<file path="src/rtl/dsa_pkg.sv">
// Shared types for the deep sleep arbiter.
// Assumes: states are encoded in three bits; the mode codes are fixed by the software interface.
package dsa_pkg;
    typedef enum logic [2:0] {
        ST_AWAKE = 3'd0,
        ST_ENTER = 3'd1,
        ST_SLP0  = 3'd2,
        ST_SLP1  = 3'd3,
        ST_SLP2  = 3'd4,
        ST_WAKE  = 3'd5
    } pstate_t;

    localparam int MODE_W = 2;
    localparam logic [MODE_W-1:0] MODE_EMUL    = 2'd0;
    localparam logic [MODE_W-1:0] MODE_CORE    = 2'd1;
    localparam logic [MODE_W-1:0] MODE_RC      = 2'd2;
    localparam logic [MODE_W-1:0] MODE_INVALID = 2'd3;
endpackage

</file>
<file path="src/rtl/dsa_dbg_flags.sv">
// Holds the two debug request flags.
// Assumes: only the power-on reset or a debugger write may change them; the
// block reset is deliberately not an input here.
module dsa_dbg_flags (
    input  logic clk,
    input  logic por_n,
    input  logic wr_en,
    input  logic wr_conn,
    input  logic wr_mem,
    output logic conn,
    output logic mem
);
    // Flag storage: cleared by power-on reset, loaded by debugger writes.
    always_ff @(posedge clk) begin
        if (!por_n) begin
            conn <= 1'b0;
            mem  <= 1'b0;
        end else if (wr_en) begin
            conn <= wr_conn;
            mem  <= wr_mem;
        end
    end
endmodule

</file>
<file path="src/rtl/dsa_retain_mask.sv">
// RAM bank retention mask register and the bank power enable decode.
// Assumes: banks are powered while awake; the mask applies only in a true deep sleep.
module dsa_retain_mask #(
    parameter int NUM_BANKS = 16
) (
    input  logic                 clk,
    input  logic                 rst_n,
    input  logic                 wr_en,
    input  logic [NUM_BANKS-1:0] wr_data,
    input  logic                 true_sleep,
    output logic [NUM_BANKS-1:0] bank_en
);
    localparam logic [NUM_BANKS-1:0] ALL_ON = {NUM_BANKS{1'b1}};

    logic [NUM_BANKS-1:0] mask_q;

    // Mask register: all banks retained after reset.
    always_ff @(posedge clk) begin
        if (!rst_n)
            mask_q <= ALL_ON;
        else if (wr_en)
            mask_q <= wr_data;
    end

    // Per-bank enable: the mask bit in true sleep, otherwise powered.
    for (genvar b = 0; b < NUM_BANKS; b++) begin : g_bank
        assign bank_en[b] = true_sleep ? mask_q[b] : 1'b1;
    end
endmodule

</file>
<file path="src/rtl/dsa_wake_collect.sv">
// Combines the wake sources that are valid in the current sleep state.
// Assumes: timer events need the RC oscillator unless the crystal clocks the timers.
module dsa_wake_collect
    import dsa_pkg::*;
(
    input  pstate_t state,
    input  logic    timer_wake,
    input  logic    timer_xtal,
    input  logic    ext_wake,
    input  logic    dbg_access,
    output logic    wake_evt
);
    logic timer_ok;

    // Timer validity: the RC oscillator is off only in mode 2.
    always_comb begin
        timer_ok = timer_wake && ((state != ST_SLP2) || timer_xtal);
        wake_evt = ext_wake || dbg_access || timer_ok;
    end
endmodule

</file>
<file path="src/rtl/dsa_fsm.sv">
// Sleep state sequencer: accepts or refuses requests, holds the sleep state,
// and leaves wake-up when both ready inputs are true.
// Assumes: sleep_req is sampled only while awake; wake_evt is already qualified.
module dsa_fsm
    import dsa_pkg::*;
(
    input  logic              clk,
    input  logic              rst_n,
    input  logic              sleep_req,
    input  logic [MODE_W-1:0] sleep_mode,
    input  logic              dbg_conn,
    input  logic              dbg_mem,
    input  logic              wake_evt,
    input  logic              both_rdy,
    output pstate_t           state,
    output logic [MODE_W-1:0] tgt_mode,
    output logic              req_reject,
    output logic              wake_done
);
    pstate_t           nxt;
    logic [MODE_W-1:0] nxt_mode;
    logic              refuse;

    // Next-state decision from the current state, the request and the flags.
    always_comb begin
        nxt      = state;
        nxt_mode = tgt_mode;
        refuse   = 1'b0;
        unique case (state)
            ST_AWAKE: if (sleep_req) begin
                if (dbg_mem || sleep_mode == MODE_INVALID) begin
                    refuse = 1'b1;
                end else begin
                    nxt      = ST_ENTER;
                    nxt_mode = dbg_conn ? MODE_EMUL : sleep_mode;
                end
            end
            ST_ENTER: begin
                if (tgt_mode == MODE_EMUL)      nxt = ST_SLP0;
                else if (tgt_mode == MODE_CORE) nxt = ST_SLP1;
                else                            nxt = ST_SLP2;
            end
            ST_SLP0, ST_SLP1, ST_SLP2: if (wake_evt) nxt = ST_WAKE;
            ST_WAKE: if (both_rdy) nxt = ST_AWAKE;
            default: nxt = ST_AWAKE;
        endcase
    end

    // State, latched mode and the two pulse outputs.
    always_ff @(posedge clk) begin
        if (!rst_n) begin
            state      <= ST_AWAKE;
            tgt_mode   <= MODE_EMUL;
            req_reject <= 1'b0;
            wake_done  <= 1'b0;
        end else begin
            state      <= nxt;
            tgt_mode   <= nxt_mode;
            req_reject <= refuse;
            wake_done  <= (state == ST_WAKE) && both_rdy;
        end
    end
endmodule

</file>
<file path="src/rtl/deep_sleep_arbiter.sv">
// Top of the deep sleep arbiter: flags, wake collection, sequencer, retention
// mask and the power control decode.
// Assumes: ready inputs come from the external regulator and oscillator.
module deep_sleep_arbiter
    import dsa_pkg::*;
#(
    parameter int NUM_BANKS = 16
) (
    input  logic                 clk,
    input  logic                 rst_n,
    input  logic                 por_n,
    input  logic                 sleep_req,
    input  logic [1:0]           sleep_mode,
    input  logic                 dbg_wr_en,
    input  logic                 dbg_wr_conn,
    input  logic                 dbg_wr_mem,
    input  logic                 timer_xtal,
    input  logic                 timer_wake,
    input  logic                 ext_wake,
    input  logic                 osc_rdy,
    input  logic                 core_pwr_rdy,
    input  logic                 retain_wr_en,
    input  logic [NUM_BANKS-1:0] retain_wr_data,
    output logic                 osc_en,
    output logic                 core_pwr_en,
    output logic [NUM_BANKS-1:0] bank_pwr_en,
    output logic                 dbg_holdoff,
    output logic                 sleeping,
    output logic                 req_reject,
    output logic                 wake_done,
    output logic                 dbg_conn,
    output logic                 dbg_mem
);
    pstate_t           state;
    logic [MODE_W-1:0] tgt_mode;
    logic              wake_evt;
    logic              both_rdy;
    logic              true_sleep;

    assign both_rdy   = osc_rdy && core_pwr_rdy;
    assign true_sleep = (state == ST_SLP1) || (state == ST_SLP2);

    dsa_dbg_flags u_flags (
        .clk     (clk),
        .por_n   (por_n),
        .wr_en   (dbg_wr_en),
        .wr_conn (dbg_wr_conn),
        .wr_mem  (dbg_wr_mem),
        .conn    (dbg_conn),
        .mem     (dbg_mem)
    );

    dsa_wake_collect u_wake (
        .state      (state),
        .timer_wake (timer_wake),
        .timer_xtal (timer_xtal),
        .ext_wake   (ext_wake),
        .dbg_access (dbg_wr_en),
        .wake_evt   (wake_evt)
    );

    dsa_fsm u_fsm (
        .clk        (clk),
        .rst_n      (rst_n),
        .sleep_req  (sleep_req),
        .sleep_mode (sleep_mode),
        .dbg_conn   (dbg_conn),
        .dbg_mem    (dbg_mem),
        .wake_evt   (wake_evt),
        .both_rdy   (both_rdy),
        .state      (state),
        .tgt_mode   (tgt_mode),
        .req_reject (req_reject),
        .wake_done  (wake_done)
    );

    dsa_retain_mask #(.NUM_BANKS(NUM_BANKS)) u_mask (
        .clk        (clk),
        .rst_n      (rst_n),
        .wr_en      (retain_wr_en),
        .wr_data    (retain_wr_data),
        .true_sleep (true_sleep),
        .bank_en    (bank_pwr_en)
    );

    // Power decode: oscillator off only in mode 2; core gated behind oscillator on wake.
    always_comb begin
        sleeping = (state == ST_SLP0) || true_sleep;
        osc_en   = (state != ST_SLP2);
        unique case (state)
            ST_SLP1, ST_SLP2: core_pwr_en = 1'b0;
            ST_WAKE:          core_pwr_en = osc_rdy;
            default:          core_pwr_en = 1'b1;
        endcase
    end

    // Debugger hold-off: set by an access during sleep, released once both supplies are ready.
    always_ff @(posedge clk) begin
        if (!rst_n)
            dbg_holdoff <= 1'b0;
        else if (sleeping && dbg_wr_en)
            dbg_holdoff <= 1'b1;
        else if ((state == ST_WAKE || state == ST_AWAKE) && both_rdy)
            dbg_holdoff <= 1'b0;
    end
endmodule

</file>
<file path="config.mk">
export PLATFORM = sky130hd
export DESIGN_NAME = deep_sleep_arbiter
export DESIGN_NICKNAME = d
export VERILOG_FILES = /design/src/rtl/dsa_pkg.sv /design/src/rtl/dsa_dbg_flags.sv /design/src/rtl/dsa_retain_mask.sv /design/src/rtl/dsa_wake_collect.sv /design/src/rtl/dsa_fsm.sv /design/src/rtl/deep_sleep_arbiter.sv
export SDC_FILE = /design/constraint.sdc
export NUM_CORES = 1
export LEC_CHECK = 0
export BUFFER_PORTS_ARGS = -buffer_cell sky130_fd_sc_hd__buf_4
export CAP_MARGIN = 40
export CORE_UTILIZATION = 41
export DETAILED_ROUTE_END_ITERATION = 10
export MAX_ROUTING_LAYER = met4
export PLACE_DENSITY = 0.74
export SETUP_SLACK_MARGIN = 0.5
export SYNTH_ARGS = -nofsm -noshare
export SYNTH_HDL_FRONTEND = slang
export SYNTH_SLANG_ARGS = --single-unit
</file>
<file path="constraint.sdc">
create_clock -name clk -period 1.4 [get_ports clk]
set_input_delay 0.14 -clock clk [delete_from_list [all_inputs] [get_ports clk]]
set_output_delay 0.14 -clock clk [all_outputs]
set_load 0.02 [all_outputs]
</file>
**Word-level counts from Yosys, hierarchy flattened**

Index checks and enable logic that the tools add are counted.

- $add $sub $neg: 0
- Divide/modulo/power cells: 0
- Reductions and logical operators: 20
- Eq/ne operators: 12
- Order comparisons: 0
- Multiply operators: 0
- Mux-type cells: 28
- Shift-type cells: 0
- Bitwise gates (word level): 1

Operators with widths:

| cell | count |
|---|---|
| two-way mux 1 bit | 19 |
| two-way mux 3 bit | 6 |
| one-hot mux 3 bit (4 select lines) | 1 |
| logical OR 1 bit | 7 |
| == test 3 x 2 -> 1 bit, second input constant | 2 |
| == test 3 bit, second input constant | 2 |
| != test 2 bit, second input constant | 3 |
| AND reduction 3 bit | 2 |
| logical AND 1 bit | 5 |
| AND reduction 4 bit | 1 |
| == test 3 x 1 -> 1 bit, second input constant | 1 |
| zero test 3 bit | 1 |
| != test 3 bit, second input constant | 1 |
| OR reduction 3 bit | 1 |
| == test 2 x 1 -> 1 bit, second input constant | 1 |
| == test 2 bit, second input constant | 1 |
| zero test 2 bit | 1 |
| two-way mux 2 bit | 1 |
| != test 2 x 1 -> 1 bit, second input constant | 1 |
| one-hot mux 1 bit (2 select lines) | 1 |
| nonzero test 2 bit | 1 |
| OR reduction 2 bit | 1 |
| NOT 1 bit | 1 |

- Memory bits (writable): 0
- Logic and storage cells: 69
- Input bits: 31
- Register bits after elaboration: 26
- Latch bits: 0
- Bits in read-only memories: 0
- Memories kept: 0

**Longest topological paths before layout**

Gate-level depths: netlist of run 1.

- Depth after elaboration: 6
- Mapped depth: 5
- Depth with buffers taken out: 4

**Cells and area by module**

Synthesis of run 1 repeated with hierarchy kept, for this count alone.

- Cells, all modules: 131
- Area, all modules: 1256.2 um^2

By module, submodules not included:

| module | times used | area each (um^2) | sequential area each (um^2) | cells each |
|---|---|---|---|---|
| dsa_retain_mask | 1 | 685.7 | 320.3 | 69 |
| dsa_fsm | 1 | 369.1 | 140.1 | 39 |
| deep_sleep_arbiter | 1 | 110.1 | 20.0 | 15 |
| dsa_dbg_flags | 1 | 72.6 | 40.0 | 6 |
| dsa_wake_collect | 1 | 18.8 | 0.0 | 2 |

**Worst setup path before layout of run 1**

Ideal clock, no wire load.

- Path type: register -> register
- From: register u_fsm.state[0]
- To: register u_fsm.state[0]
- Setup time: 122 ps
- Arrival: 1261 ps
- Stages on the path, launching flop included: 5
- Buffers on the path: 0
- Slack: 17 ps
- Period minus slack after synthesis: 1383 ps
- Path through: dfxtp_1 o31a_1 a2111oi_4 nor2_1 o311a_1

- Cells in the longest elaborated chain, start to end: 6

Ends and longest elaborated chain:

| what | RTL line | source |
|---|---|---|
| start, declared | dsa_fsm.sv:15 | `output pstate_t state,` |
| start signal, assigned | dsa_fsm.sv:57 | `state <= nxt;` |
| != test 3 bit | dsa_wake_collect.sv:17 | `timer_ok = timer_wake && ((state != ST_SLP2) \|\| timer_xtal);` |
| logical OR 1 bit | dsa_wake_collect.sv:17 |  |
| logical AND 1 bit | dsa_wake_collect.sv:17 |  |
| logical OR 1 bit | dsa_wake_collect.sv:18 | `wake_evt = ext_wake \|\| dbg_access \|\| timer_ok;` |
| != test 2 x 1 -> 1 bit (no source line) | -- |  |
| AND reduction 4 bit (no source line) | -- |  |

Several ways; a longest one is shown, not always the timed one.
A chain may end at the register's enable or synchronous reset.

**Worst setup path in the final report of run 1**

- From: register u_fsm.state[0]
- To: output port bank_pwr_en[6]

- Cells in the longest elaborated chain, start to end: 3

Ends and longest elaborated chain:

| what | RTL line | source |
|---|---|---|
| == test 3 x 2 -> 1 bit or == test 3 bit (tied branches) | deep_sleep_arbiter.sv:41 | `assign true_sleep = (state == ST_SLP1) \|\| (state == ST_SLP2);` |
| logical OR 1 bit * | deep_sleep_arbiter.sv:41 |  |
| two-way mux 1 bit * | dsa_retain_mask.sv:27 | `assign bank_en[b] = true_sleep ? mask_q[b] : 1'b1;` |
| end, declared | deep_sleep_arbiter.sv:26 | `output logic [NUM_BANKS-1:0] bank_pwr_en,` |

Every way passes the cells marked *; elsewhere a longest branch is shown, timed or not.

==> results of run 1 <==
cells in the mapped netlist:
cell and n:
buf_2 4, buf_4 1, a2111oi_4 1, nor2b_1 2
inv_2 2, or3b_1 2, nand3_1 2, o31ai_1 1
o21ai_0 3, o31a_1 1, o21a_1 1, o211ai_1 1
a32o_1 1, a21o_1 1, inv_1 1, o311a_1 1
a2111o_1 1, nand4_2 1, a22oi_1 1, mux2i_1 18
nor2_1 4, nand2b_1 16, nand2_1 24, dfxtp_1 26
nor2_4 1, clkbuf_1 3, nor3_1 2, and3_1 1
a21boi_1 2, nor3b_1 1, a21oi_1 6
metrics by stage:
stage / instances / total power [uW] / area, um^2 / hold WS [ps]
2_1_floorplan: 132 / 1469 / 1404 / 258.3
3_3_place_gp: 221 / 1780 / 1899 / 355.0
3_5_place_dp: 221 / 1799 / 1899 / 360.9
4_1_cts: 233 / 2468 / 2167 / 11.66
5_1_grt: 238 / 2686 / 2225 / 15.08
6_report: 238 / 2559 / 2225 / 25.41
cell type report:
| type | count | area [um^2] |
|---|---|---|
| multi-input cells | 95 | 845.8 |
| fillers | 182 | 556.8 |
| repair buffers | 79 | 740.7 |
| inverters | 3 | 16.27 |
| clock buffers | 4 | 47.55 |
| flip-flops and latches | 26 | 535.5 |
| well taps | 31 | 38.79 |
tightest hold or removal path, delay by kind of cell:
kind          cells  cell delay (ps)
buf+inv           1               80
simple gates      1               50
mux               1               50
registers in the layout (all words and copies together) (netlist names):
name / flops
dbg_holdoff: 1
u_flags.conn: 1
u_flags.mem: 1
u_fsm.req_reject: 1
u_fsm.state: 3
u_fsm.tgt_mode: 2
u_fsm.wake_done: 1
u_mask.mask_q: 16
routing by layer:
layer / routed length (um) / vias to the layer above / GRT usage [%] / share of wire (%)
li1: - / 603 / - / -
met1: 1465 / 594 / 27.37 / 43
met2: 1804 / 35 / 38.95 / 52
met3: 121 / 6 / 4.839 / 3.5
met4: 50 / 0 / 6.272 / 1.5
met5: 0 / - / - / 0
path summary, 6_finish.rpt:
path / start / endpoint / slack [ps] / depth (start not counted)
min: retain_wr_data[3] / u_mask.mask_q[3]$_SDFFE_PN1P_ / 30 / 3
min reg2reg: u_fsm.tgt_mode[0]$_SDFFE_PN0P_ / u_fsm.tgt_mode[0]$_SDFFE_PN0P_ / 480 / 2
max: u_fsm.state[0]$_SDFFE_PN0P_ / bank_pwr_en[6] / -240 / 6
max reg2reg: u_fsm.state[1]$_SDFFE_PN0P_ / u_fsm.state[0]$_SDFFE_PN0P_ / -120 / 5
cells by family (layout without fill, tap and decap cells):
family	after synthesis	in the layout	synth area share (%)
compound gates	21	21	13.67
buf+inv	11	86	4.141
flops	26	26	43.06
mux	18	18	14.91
simple gates	56	56	24.22
repair_timing:
item / CTS / global route
setup endpoints to repair: 32 / 32
endpoints found under the hold margin: 0 / 1
pin swaps: 11 / 4
resized for setup: 46 / 6
hold buffers: 0 / 1
cloned: 0 / 0
setup buffers: 8 / 4
layout by cell type, fill, tap and decap left out, types with 2 or more instances in the layout:
| cell | Yosys | layout |
|---|---|---|
| nor2b_1 | 2 | 2 |
| a21oi_2 | 0 | 2 |
| or3b_1 | 2 | 2 |
| a21oi_1 | 6 | 3 |
| buf_4 | 1 | 44 |
| nor2_4 | 1 | 2 |
| buf_6 | 0 | 32 |
| dfxtp_1 | 26 | 18 |
| nand2b_4 | 0 | 16 |
| mux2i_1 | 18 | 18 |
| clkbuf_4 | 0 | 3 |
| a21boi_1 | 2 | 2 |
| dfxtp_2 | 0 | 6 |
| buf_12 | 0 | 2 |
| nand2_1 | 24 | 22 |
| nor2_1 | 4 | 3 |
| dfxtp_4 | 0 | 2 |
where the power goes:
part	switching, uW	internal [uW]	leakage [uW]
Clock	223	218	0.0000261
Sequential	55.2	818	0.000218
Combinational	585	660	0.000821
==> run_results.csv, run 1 <==
group,metric,value,unit
synth,synthCells,132,
timing,hold_violations,0,
worst_setup_path,cp_max_fo,8,
grt,gr-total-overflow,0,
place,dpl.hpwl,2256,um
worst_setup_path,worstPathRequired,1260,ps
synth,synth_cell_types,31,
timing,tightest_slew,275.2,ps
synth,yosys-top-cells-area,"dfxtp_1 (43%), mux2i_1 (15%), nand2b_1 (8.3%)",
timing,fmax,609.1,MHz
worst_setup_path,crit_chain,"buf_6, and3_4, a21o_4, buf_12, nand2b_4, buf_6",
final_layout,nets,239,
worst_setup_path,slowest_stage,"dfxtp_2",
clock_tree,clk_path_buf_depth,2,
synth,yosysWarnings,0,
routing,postRouteAntennaNets,0,
final_layout,final_util,79.98,%
timing,rsz0062_at_grt,"yes",
final_layout,antenna_cells,0,
worst_setup_path,cp_top_family,"buffers and inverters",
final_layout,area_growth,84.06,%
die,row_count,19,
grt,grt_pass1_wl,5554,um
grt,gr-usage-all-layers,22.85,%
synth,ys_ff_latch,26,
routing,wl,3441,um
die,die_x,56.30,um
timing,finalCriticalPeriod,1642,ps
routing,wl_per_cell,14.46,um
place,gp_congestion,0.8613,
timing,timing.final.ws_setup,-241.8,ps
worst_setup_path,cp_common_cell,"buf_6",
die,dieHeight,56.30,um
synth,yosysTopAreaCellShare,43.06,%
outcome,outcome,"finished, violations left",
outcome,failed_checks,"setup timing",
routing,drt_pre_antenna_iters,4,
die,start_util,43.45,%
grt,grt_pass1_vias,1251,
clock_tree,cts_tree,"built",
worst_setup_path,start_kind,"register",
routing,drtIter0Drc,18,
timing,skew,2.030,ps
clock_tree,path_clk_slew,140,ps
die,core-area,2781,um^2
routing,num_vias,1238,
synth,yosysTopAreaCell,"dfxtp_1",
place,pre_cts_ws,-54.02,ps
synth,yosysSeqAreaShare,43.06,%
synth,synth_fp_nets,163,
final_layout,drive_gt1_share,59.90,%
clock_tree,ctsRootBufferMaster,"clkbuf_4",
timing,slew_viol_final,0,
pwr,leakagePower,0.001066,uW
worst_setup_path,max_stage_delay,360,ps
flow_run,cap_violations,0,
pwr,irDropWorstVdd,1128,uV
place,numPortBuffers,54,
synth,syn-mean-instance-area,9.157,um^2
die,ioPinCount,55,
timing,tns,-4476,ps
worst_setup_path,cp-end-kind,"primary output",
timing,setup_viol,24,
worst_setup_path,critPathKind,"reg2out",
routing,viasPerCell,5.202,
grt,grt_max_degree,24,
synth,netlist_area,1209,um^2
worst_setup_path,worst-path-buf-inv,3,
routing,drc_errors,0,
die,die_area,3169,um^2
clock_tree,cts-buffers-inserted,3,
grt,antenna_found_initial,0,
min_path,min_path_type,"in2reg",
clock_tree,cts_num_sinks,26,
pwr,cellPowerDensity,1150,nW/um^2
worst_setup_path,crit_arrival,1500,ps
clock_tree,clkLatencyLatePin,320,ps
timing,post-route-period-util,117.3,%
timing,slew_headroom,81.65,%
clock_tree,cts.htree.levels,1,
Note: power is estimated with default switching activity, not from simulation.
==> run 2: changes to the inputs <==
Settings changed: CORE_UTILIZATION 41 to 43, CTS_BUF_LIST set to sky130_fd_sc_hd__clkbuf_2 sky130_fd_sc_hd__clkbuf_4 sky130_fd_sc_hd__clkbuf_8, PLACE_DENSITY 0.74 to 0.77.
==> run_results.csv, run 2 (same netlist as run 1, synthesis figures left out) <==
group,metric,value,unit
timing,post-route-period-util,119.9,%
clock_tree,ctsRootBufferMaster,"clkbuf_4",
routing,drtIter0Drc,12,
final_layout,largestRegisters,"u_mask.mask_q: 16 flops, u_fsm.state: 3 flops, u_fsm.tgt_mode: 2 flops",
grt,grtUsageMet3,4.918,%
die,dieHeight,55.02,um
timing,tightest_slew,312.3,ps
routing,wl,4413,um
routing,postRouteAntennaNets,0,
timing,timing.final.ws_setup,-278.0,ps
grt,grt_max_degree,24,
pwr,leakagePower,0.001084,uW
worst_setup_path,critPathKind,"reg2out",
clock_tree,cts-buffers-inserted,3,
place,dpl.hpwl,2323,um
final_layout,nets,241,
timing,slew_viol_final,0,
timing,rsz0062_at_grt,"yes",
final_layout,finalNonFillerCells,239,
routing,drc_errors,0,
place,dpl.cell_count,222,
die,die_area,3027,um^2
grt,gr-usage-all-layers,28.78,%
die,row_count,18,
clock_tree,clk_path_buf_depth,2,
final_layout,antenna_cells,0,
clock_tree,cts.htree.levels,1,
die,start_util,47.08,%
timing,setup_viol,24,
grt,gr-total-overflow,0,
final_layout,final_common_cell,"buf_4",
grt,use_met2,51.00,%
routing,viasPerCell,5.448,
min_path,min_path_type,"in2reg",
worst_setup_path,cp_max_fo,5,
timing,fmax,596.0,MHz
worst_setup_path,crit_arrival,1540,ps
grt,met1_usage,30.56,%
place,numPortBuffers,54,
outcome,outcome,"finished, violations left",
grt,grt_pass1_vias,1270,
final_layout,layout_common_cells,"buf_4 (44), buf_6 (35), nand2_1 (22), mux2i_1 (18), dfxtp_1 (18)",
flow_run,cap_violations,0,
grt,grt_pass1_wl,5837,um
final_layout,drive_gt1_share,62.68,%
outcome,failed_checks,"setup timing",
die,ioPinCount,55,
routing,num_vias,1302,
clock_tree,path_clk_slew,150,ps
timing,slew_headroom,79.13,%
place,pre_cts_ws,-46.06,ps
pwr,irDropWorstVdd,1084,uV
worst_setup_path,start_kind,"register",
timing,finalCriticalPeriod,1678,ps
routing,drt_pre_antenna_iters,4,
clock_tree,cts_num_sinks,26,
timing,skew,8.711,ps
final_layout,largest_reg_flops,16,
final_layout,top_register,"u_mask.mask_q",
grt,antenna_found_initial,0,
pwr,p_total,2598,uW
place,gp_congestion,0.8602,
final_layout,area_growth,87.27,%
worst_setup_path,cp-end-kind,"primary output",
timing,hold_violations,0,
routing,wl_per_cell,18.46,um
die,core-area,2567,um^2
grt,busiest_layer,"met2",
clock_tree,clkLatencyLatePin,330,ps
clock_tree,cts_tree,"built",
timing,tns,-5388,ps
worst_setup_path,worstPathRequired,1260,ps
die,die_x,55.02,um
pwr,cellPowerDensity,1148,nW/um^2
==> run 2: changes by cell type in the layout (fill, tap and decap cells not counted), sizes merged <==
cell / before / now
buf: 78 / 81
dlygate4sd3: 1 / 0
==> run 2: path summary, 6_finish.rpt <==
| check | cells after the start | slack (ps) | from | to |
|---|---|---|---|---|
| setup / recovery | 6 | -280 | u_fsm.state[0]$_SDFFE_PN0P_ | bank_pwr_en[10] |
| hold / removal | 3 | 20 | retain_wr_data[15] | u_mask.mask_q[15]$_SDFFE_PN1P_ |
| setup reg to reg | 5 | -160 | u_fsm.state[1]$_SDFFE_PN0P_ | u_fsm.state[0]$_SDFFE_PN0P_ |
| hold reg to reg | 2 | 460 | u_fsm.tgt_mode[0]$_SDFFE_PN0P_ | u_fsm.tgt_mode[0]$_SDFFE_PN0P_ |
==> run 2: power breakdown <==
group | switching [uW] | internal [uW] | total, uW | leakage, uW
Combinational | 648 | 712 | 1360 | 0.000847
Sequential | 58.2 | 817 | 875 | 0.000219
Clock | 232 | 131 | 363 | 0.0000184
Total | 938 | 1660 | 2600 | 0.00108
==> run 2: final cells by class <==
class,instances,area [um^2]
Timing Repair Buffer,81,772.0
Multi-Input combinational cell,95,867.1
Inverter,3,18.77
Sequential cell,26,538.0
Fill cell,128,304.0
Tap cell,30,37.54
Clock buffer,4,30.03
==> run 2: routing by layer <==
| layer | vias to the layer above | share of wire (%) |
|---|---|---|
| met3 | 21 | 4.4 |
| met5 | - | 0 |
| met4 | 0 | 4.3 |
| li1 | 607 | - |
| met2 | 55 | 52 |
| met1 | 619 | 39 |
==> run 2: worst max-delay path: stages, from the launching register on <==
cell      delay, ps
dfxtp_2         350
buf_6           120
and3_4          180
a21o_4          230
buf_12          150
nand2b_4         60
buf_6           110
==> run 2: timing repair <==
action | 4_1_cts | 5_1_grt
endpoints found under the setup margin | 32 | 32
gates cloned | 1 | 0
hold buffers | 0 | 0
pin swaps | 12 | 7
setup buffers | 9 | 3
resized for setup | 49 | 14
==> run 2: through the flow <==
| stage | area (um^2) | util (%) | hold slack (ps) |
|---|---|---|---|
| floorplan | 1404 | - | 258.3 |
| finish | 2263 | 88.16 | 20.01 |
| global placement | 1901 | 74.03 | 353.7 |
| detailed placement | 1901 | 74.03 | 358.3 |
| CTS | 2190 | 85.28 | 20.60 |
| global route | 2263 | 88.16 | 13.14 |
==> run 3: changes to the inputs <==
Settings changed: SKIP_CTS_REPAIR_TIMING set to 1.
==> run_results.csv, run 3 (same netlist as run 1, synthesis figures left out) <==
group,metric,value,unit
outcome,outcome,"finished, violations left",
outcome,failed_checks,"setup timing",
clock_tree,cts.htree.levels,1,
timing,hold_slack,26.96,ps
grt,grt_pass1_vias,1062,
final_layout,layout_common_cells,"buf_4 (44), buf_6 (34), nand2_1 (22), mux2i_1 (18), dfxtp_1 (18)",
worst_setup_path,rr_worst_depth,5,
flow_run,cap_violations,0,
routing,drc_errors,0,
clock_tree,clk_path_buf_depth,2,
final_layout,multi_input_area,835.8,um^2
routing,wl_per_cell,15.68,um
final_layout,largestRegisters,"u_mask.mask_q: 16 flops, u_fsm.state: 3 flops, u_fsm.tgt_mode: 2 flops",
die,ioPinCount,55,
die,row_count,18,
clock_tree,path_clk_slew,140,ps
worst_setup_path,crit_arrival,1530,ps
min_path,min_path_type,"in2reg",
grt,grt_max_degree,24,
final_layout,top_register,"u_mask.mask_q",
place,placed_cell_area,1901,um^2
worst_setup_path,slowest_stage,"dfxtp_2",
die,start_util,47.08,%
worst_setup_path,cp-end-kind,"primary output",
die,die_area,3027,um^2
timing,setup_viol,24,
worst_setup_path,start_kind,"register",
pwr,cellPowerDensity,1121,nW/um^2
final_layout,nets,240,
worst_setup_path,critPathKind,"reg2out",
worst_setup_path,cp-endpoint,"bank_pwr_en[10]",
timing,fmax,598.4,MHz
worst_setup_path,crit_chain,"buf_6, and3_4, a21o_4, clkbuf_16, nand2b_4, buf_6",
place,gp_congestion,0.8602,
routing,postRouteAntennaNets,0,
pwr,leakagePower,0.001066,uW
clock_tree,cts_tree,"built",
place,dpl.hpwl,2323,um
die,die_x,55.02,um
final_layout,final_cell_area,2213,um^2
worst_setup_path,rrSetupSlack,-140,ps
routing,drtIter0Drc,6,
final_layout,final_common_cell,"buf_4",
worst_setup_path,cp_max_fo,5,
final_layout,drive_gt1_share,59.62,%
worst_setup_path,max_stage_delay,350,ps
worst_setup_path,worstPathRequired,1260,ps
grt,gr-usage-all-layers,21.50,%
worst_setup_path,reg2reg_from,"u_fsm.state[1]$_SDFFE_PN0P_",
timing,rsz0062_at_grt,"yes",
final_layout,fill_cells,128,
die,dieHeight,55.02,um
timing,slew_headroom,81.23,%
clock_tree,ctsRootBufferMaster,"clkbuf_4",
clock_tree,cts-buffers-inserted,3,
clock_tree,cts_num_sinks,26,
worst_setup_path,cp_common_cell,"buf_6",
timing,tightest_slew,281.6,ps
routing,num_vias,1267,
grt,grt_pass1_wl,4560,um
timing,slew_viol_final,0,
grt,gr-total-overflow,0,
grt,antenna_found_initial,0,
routing,wl,3733,um
worst_setup_path,crit_path_start,"u_fsm.state[0]$_SDFFE_PN0P_",
timing,timing.final.ws_setup,-271.2,ps
worst_setup_path,r2r-end,"u_fsm.state[0]$_SDFFE_PN0P_",
clock_tree,clkLatencyLatePin,310,ps
timing,finalCriticalPeriod,1671,ps
place,numPortBuffers,54,
die,core-area,2567,um^2
routing,drt_pre_antenna_iters,4,
timing,skew,4.150,ps
final_layout,antenna_cells,0,
timing,hold_violations,0,
timing,post-route-period-util,119.4,%
final_layout,seq_area,535.5,um^2
final_layout,largest_reg_flops,16,
routing,viasPerCell,5.324,
pwr,irDropWorstVdd,943.3,uV
final_layout,area_growth,83.13,%
-- run 3: cell count changes in the layout (fill, tap and decap cells not counted), moves of 2 or more --
cell	before	now
o21ai_0	0	2
o21ai_1	2	0
or3b_1	0	2
or3b_4	2	0
-- run 3: area by class of cell --
class	instances	area share, %
inverters	3	0.7349
well taps	30	1.696
repair buffers	80	34.26
clock buffers	4	1.357
flip-flops and latches	26	24.19
multi-input cells	95	37.76
-- run 3: worst min path at each step --
stage / start / endpoint / cells past startpoint
floorplan: sleep_req / u_fsm.req_reject$_SDFF_PN0_ / 2
global placement: retain_wr_data[15] / u_mask.mask_q[15]$_SDFFE_PN1P_ / 3
detailed placement: retain_wr_data[6] / u_mask.mask_q[6]$_SDFFE_PN1P_ / 3
CTS: retain_wr_data[6] / u_mask.mask_q[6]$_SDFFE_PN1P_ / 3
global route: retain_wr_data[6] / u_mask.mask_q[6]$_SDFFE_PN1P_ / 3
finish: retain_wr_data[6] / u_mask.mask_q[6]$_SDFFE_PN1P_ / 3
-- run 3: layer usage --
metal  GRT usage, %  part of all wire, %  vias to the layer above
met5              -                    0                        -
met4          6.250                  2.7                        0
met3          3.279                  4.0                       10
met2          39.16                   53                       47
met1          24.05                   40                      603
li1               -                    -                      607
-- run 3: worst max-delay path, delay by kind of cell (launching register included) --
family | cells | cell delay, ps
flops | 1 | 350
buf+inv | 3 | 400
compound gates | 1 | 220
simple gates | 2 | 240
-- run 3: metrics by stage --
step / power (uW) / setup WS (ps) / instances / TNS [ps] / util, %
4_1_cts: 2143 / -336.8 / 226 / -5588 / 75.19
2_1_floorplan: 1469 / 17.00 / 132 / 0 / -
5_1_grt: 2601 / -327.8 / 238 / -6071 / 86.21
3_5_place_dp: 1803 / -46.06 / 222 / -86.32 / 74.03
3_3_place_gp: 1772 / -2.423 / 222 / -2.423 / 74.03
6_report: 2482 / -271.2 / 238 / -4736 / 86.21
-- run 3: power by group --
| part | leakage, uW | switching [uW] | internal, uW |
|---|---|---|---|
| Clock | 0.0000184 | 214 | 131 |
| Combinational | 0.000829 | 585 | 681 |
| Sequential | 0.000218 | 53.5 | 818 |
